## config.mk

```make
export PLATFORM = sky130hd
export DESIGN_NAME = wide_clkdiv
export DESIGN_NICKNAME = d
export VERILOG_FILES = /design/src/rtl/wide_clkdiv.sv
export SDC_FILE = /design/constraint.sdc
export NUM_CORES = 1
export LEC_CHECK = 0
export BUFFER_PORTS_ARGS = -buffer_cell sky130_fd_sc_hd__buf_2
export CAP_MARGIN = 20
export CORE_ASPECT_RATIO = 1.5
export CORE_MARGIN = 1
export CORE_UTILIZATION = 50
export CTS_CLUSTER_DIAMETER = 100
export DETAILED_ROUTE_END_ITERATION = 8
export HOLD_SLACK_MARGIN = 0.08
export PLACE_DENSITY_LB_ADDON = 0.15
export SYNTH_ARGS = -nofsm -noshare
export SYNTH_HDL_FRONTEND = slang
export SYNTH_SLANG_ARGS = --single-unit
```

## constraint.sdc

```tcl
create_clock -name clk -period 2.8 [get_ports clk]
set_clock_uncertainty 0.05 [all_clocks]
set_input_delay 0.14 -clock clk [delete_from_list [all_inputs] [get_ports clk]]
set_output_delay 0.14 -clock clk [all_outputs]
set_load 0.01 [all_outputs]
```

## src/rtl/wide_clkdiv.sv

```systemverilog
module wide_clkdiv #(
  parameter int W = 19
) (
  input  logic         clk,
  input  logic         rst,
  input  logic [W-1:0] ratio_in,
  input  logic         ratio_load,
  output logic         div_out,
  output logic         period_start
);

  localparam logic [W-1:0] N_MIN = W'(8);

  logic [W-1:0] n_act;
  logic [W-1:0] n_pend;
  logic [W-1:0] cnt;
  logic [W-1:0] half;
  logic [W-1:0] cnt_nxt;
  logic [W-1:0] in_fixed;
  logic         fresh;
  logic         wrap;

  assign in_fixed = (ratio_in < N_MIN) ? N_MIN : ratio_in;
  assign half     = n_act >> 1;
  assign cnt_nxt  = cnt + 1'b1;
  assign wrap     = fresh || (cnt_nxt == n_act);

  always_ff @(posedge clk) begin
    if (rst) begin
      n_act        <= N_MIN;
      n_pend       <= N_MIN;
      cnt          <= '0;
      fresh        <= 1'b1;
      div_out      <= 1'b0;
      period_start <= 1'b0;
    end else begin
      fresh <= 1'b0;
      if (ratio_load)
        n_pend <= in_fixed;
      if (wrap) begin
        n_act        <= n_pend;
        cnt          <= '0;
        div_out      <= 1'b1;
        period_start <= 1'b1;
      end else begin
        cnt          <= cnt_nxt;
        div_out      <= (cnt_nxt < half);
        period_start <= 1'b0;
      end
    end
  end

  // reset holds both outputs low
  a_r6_reset_quiet: assert property (@(posedge clk)
    rst |=> (!div_out && !period_start));

  // a rising output always carries the start flag
  a_r7_rise_flagged: assert property (@(posedge clk) disable iff (rst)
    $rose(div_out) |-> period_start);

  // the start flag only appears with the output high
  a_r7_flag_high: assert property (@(posedge clk) disable iff (rst)
    period_start |-> div_out);

  // the flag lasts one cycle
  a_r7_one_cycle: assert property (@(posedge clk) disable iff (rst)
    period_start |=> !period_start);

  // the ratio in force changes only when a period begins
  a_r5_ratio_frozen: assert property (@(posedge clk) disable iff (rst)
    !period_start |-> $stable(n_act));

  // the ratio in force never drops below the floor
  a_r1_ratio_floor: assert property (@(posedge clk) disable iff (rst)
    n_act >= N_MIN);

  // the phase counter stays inside the period
  a_r4_cnt_in_range: assert property (@(posedge clk) disable iff (rst)
    cnt < n_act);

endmodule

```

==> metrics.cfg <==
[power]
p_per_area_nw_per_um2 = 448
leakage_nw = 1.79
peakVddDrop_mv = 0.406
power.total_mw = 1.87

[routing]
viasPerCell = 5.58
wl_per_cell_um = 16.3
drt_pass1_iterations = 4
vias = 2777
top_layer = met4
wl_met2_um = 4010
wl_met3_um = 210
ant_nets = 0
met1_length_um = 3380
wl_um = 8110
drt_iter0_drc = 151
drc_errors = 0

[cells_and_area]
stdcell_count = 498
n_antenna_cell = 0
seq_area_um2 = 1210
layout.nets = 457
area_growth_pct = 20.7
final_layout_size_suffix_gt1_share_pct = 19.4
num-fill-cells = 533
multi_input_area_um2 = 2090
final_util_pct = 63.4

[setup_path]
path_class = register to register
end_kind = register
required_ns = 3.03
cp_common_cell = a21oi_1
reg2reg_depth = 13
crit_family = compound AO/OA/AOI/OAI gates
startpoint_type = register
reg2reg_from = cnt[1]$_SDFF_PP0_
reg2reg_slack_ns = 0.13
slowest_delay_ns = 0.37
r2r-end = div_out$_SDFF_PP0_
crit_chain = ha_2 -> nand3_2 -> buf_6 -> nor4_4 -> xnor2_2 -> inv_1 -> ha_1 -> a21o_1 -> a21oi_1 -> nor2b_1 -> o21ai_1 -> o211ai_1 -> a21oi_1
crit_path_max_fanout = 6
crit_buf_inv = 2
cp_slowest_cell = dfxtp_1
cp.arrival_ns = 2.90

[placed_design]
dp.cells = 459
gp_congestion = 0.876
port_buffers = 23
dp_hpwl_um = 5820

[floorplanning]
num_rows = 36
coreArea_um2 = 6580
ios = 24
dieArea_um2 = 7250
start_util_pct = 52.5
die_h_um = 104
die_x_um = 69.9

[cts]
root_buffer = clkbuf_8
clkTransAtPathRegs_ns = 0.07
htreeDepth = 3
clk_latency_ns = 0.34
cts_tree = done
cts_buffers = 9
cts.path.max_buffers = 2
clock_sinks = 60

[synth]
synth-async-reset-ratio_pct = 0
ys_warn_count = 0
synthCells = 364
post_synth.cell_area_avg_um2 = 9.49
synthTopCellsByArea = dfxtp_1 35%, mux2i_1 9.9%, nand2b_1 7.2%
dominantRegCellSynth = dfxtp_1
yosysSeqAreaShare_pct = 34.8
synth_nets = 404
syn-cell-area_um2 = 3450
yosys.area.top_type_share_pct = 34.8
ys_types = 55
synth_seq_cells = 60
synth_top_cell_by_area = dfxtp_1
synth-edff-count = 0

[sta]
rsz0062_at_grt = no
setup_viol = 0
whs_ns = 0.210
tightestPinTransition_ns = 0.534
drv_slew = 0
post-route-period-util_pct = 95.3
max_freq_mhz = 375
min_period_ns = 2.67
slew_headroom_pct = 64.4
timing_hold_violations_final = 0

[hold_path]
hold_path_class = input pin to register
whs_path_depth = 2
worstHoldEndpoint = n_pend[16]$_SDFFE_PP0P_
hp-start = rst

[global_routing]
grt_pass1_vias = 2764
grt_antenna_before_repair = 0
grt_pass1_wl_um = 12900
grt_overflow = 0
grt_max_degree = 48
grt_util_all_layers_pct = 22.9

[run]
cap_violations = 0

[outcome]
status = completed

==> metrics by stage <==
step	cell area [µm²]	TNS, ns	setup slack, ns
2_1_floorplan	3450	0	0.252
3_3_place_gp	3690	0	0.0109
3_5_place_dp	3690	-0.232	-0.0198
4_1_cts	4070	0	0.00489
5_1_grt	4170	0	0.00254
6_report	4170	0	0.130
==> flip-flops by register name, summed over array words and instances, names as in the netlist <==
name and cells:
cnt 19, div_out 1, fresh 1, n_act 19, n_pend 19, period_start 1
==> worst register-to-register path: cells and delay by family (launching register included) <==
family                     cells  cell delay (ns)
AOI/OAI and AO/OA              5             0.72
xor gates and xnor gates       1             0.19
adders and majority gates      2             0.50
buffers and inverters          2             0.23
DFF                            1             0.37
and+or+nand+nor                3             0.55
==> worst max path at each step <==
stage,from,end,slack [ns],depth (start not counted)
4_1_cts,cnt[0]$_SDFF_PP0_,n_act[12]$_SDFFE_PP0P_,0.005,10
3_3_place_gp,cnt[0]$_SDFF_PP0_,div_out$_SDFF_PP0_,0.01,11
6_report,cnt[1]$_SDFF_PP0_,div_out$_SDFF_PP0_,0.13,13
5_1_grt,cnt[3]$_SDFF_PP0_,div_out$_SDFF_PP0_,0.003,12
3_5_place_dp,cnt[0]$_SDFF_PP0_,cnt[18]$_SDFF_PP0_,-0.02,10
2_1_floorplan,cnt[0]$_SDFF_PP0_,div_out$_SDFF_PP0_,0.25,12
==> cell families (layout without fill, tap and decap cells) <==
family	after synthesis	in the layout	synth area share, %
AOI/OAI and AO/OA	41	41	10.1
xor gates and xnor gates	29	29	8.55
adders and majority gates	18	18	6.52
buffers and inverters	48	106	6.49
DFF	60	60	34.8
muxes	34	34	9.86
and+or+nand+nor	134	134	23.7
==> layout make-up <==
cell class	instances	share of cell area, %
well taps	76	2.28
repair buffers	63	11.7
clock inverters	5	1.26
flip-flops and latches	60	29.0
clock buffers	11	3.15
inverters	27	2.43
multi-input cells	256	50.2
==> layer usage <==
metal	vias to the layer above	track usage (%)
met2	60	38.0
met3	29	4.18
met4	0	18.0
met5	-	0
met1	1299	25.3
li1	1389	-
==> report_power, final <==
group / internal [mW] / total, mW / switching, mW
Clock: 0.407 / 0.761 / 0.354
Sequential: 0.883 / 0.905 / 0.0223
Combinational: 0.108 / 0.203 / 0.0949
==> placed cells by master, fill, tap and decap left out, types with 2 or more instances in the layout <==
master | synthesis | layout
nor2_1 | 30 | 30
o211ai_1 | 3 | 3
nor3_1 | 12 | 12
nor3b_1 | 12 | 12
nand2b_1 | 40 | 40
nor4_4 | 2 | 2
buf_12 | 0 | 2
xnor2_1 | 19 | 18
o22ai_1 | 3 | 3
clkbuf_1 | 11 | 2
buf_4 | 3 | 17
ha_1 | 18 | 17
and4_1 | 3 | 2
a21oi_1 | 2 | 2
nor2b_1 | 2 | 2
xor2_1 | 7 | 7
a22oi_1 | 5 | 5
nand2_1 | 6 | 6
a2111oi_2 | 1 | 2
nor4_1 | 6 | 5
dfxtp_1 | 60 | 56
nand3_1 | 7 | 6
nand4_1 | 6 | 6
clkbuf_8 | 0 | 9
a21o_1 | 5 | 5
dfxtp_2 | 0 | 3
buf_2 | 2 | 24
inv_1 | 27 | 27
mux2i_1 | 34 | 34
dlygate4sd3_1 | 0 | 19
and4_2 | 1 | 2
clkinv_2 | 0 | 3
xnor3_1 | 3 | 3
o32ai_1 | 3 | 2
==> synth_stat cells (2+ instances only) <==
cell,count
dfxtp_1,60
nand2b_1,40
mux2i_1,34
nor2_1,30
inv_1,27
xnor2_1,19
ha_1,18
nor3_1,12
nor3b_1,12
clkbuf_1,11
nand3_1,7
xor2_1,7
nand2_1,6
nand4_1,6
nor4_1,6
a21o_1,5
a22oi_1,5
buf_6,4
and4_1,3
buf_4,3
o211ai_1,3
o22ai_1,3
o32ai_1,3
xnor3_1,3
a211oi_1,2
a21oi_1,2
buf_2,2
nor2b_1,2
nor4_4,2
o21ai_0,2
==> timing repair <==
action	CTS	global route
cloned	0	1
hold buffers	19	0
setup endpoints to repair	39	40
hold endpoints to repair	19	0
setup buffers	0	3
pin swaps	0	7
resized for setup	1	18
(Power assumes the default switching activity.)
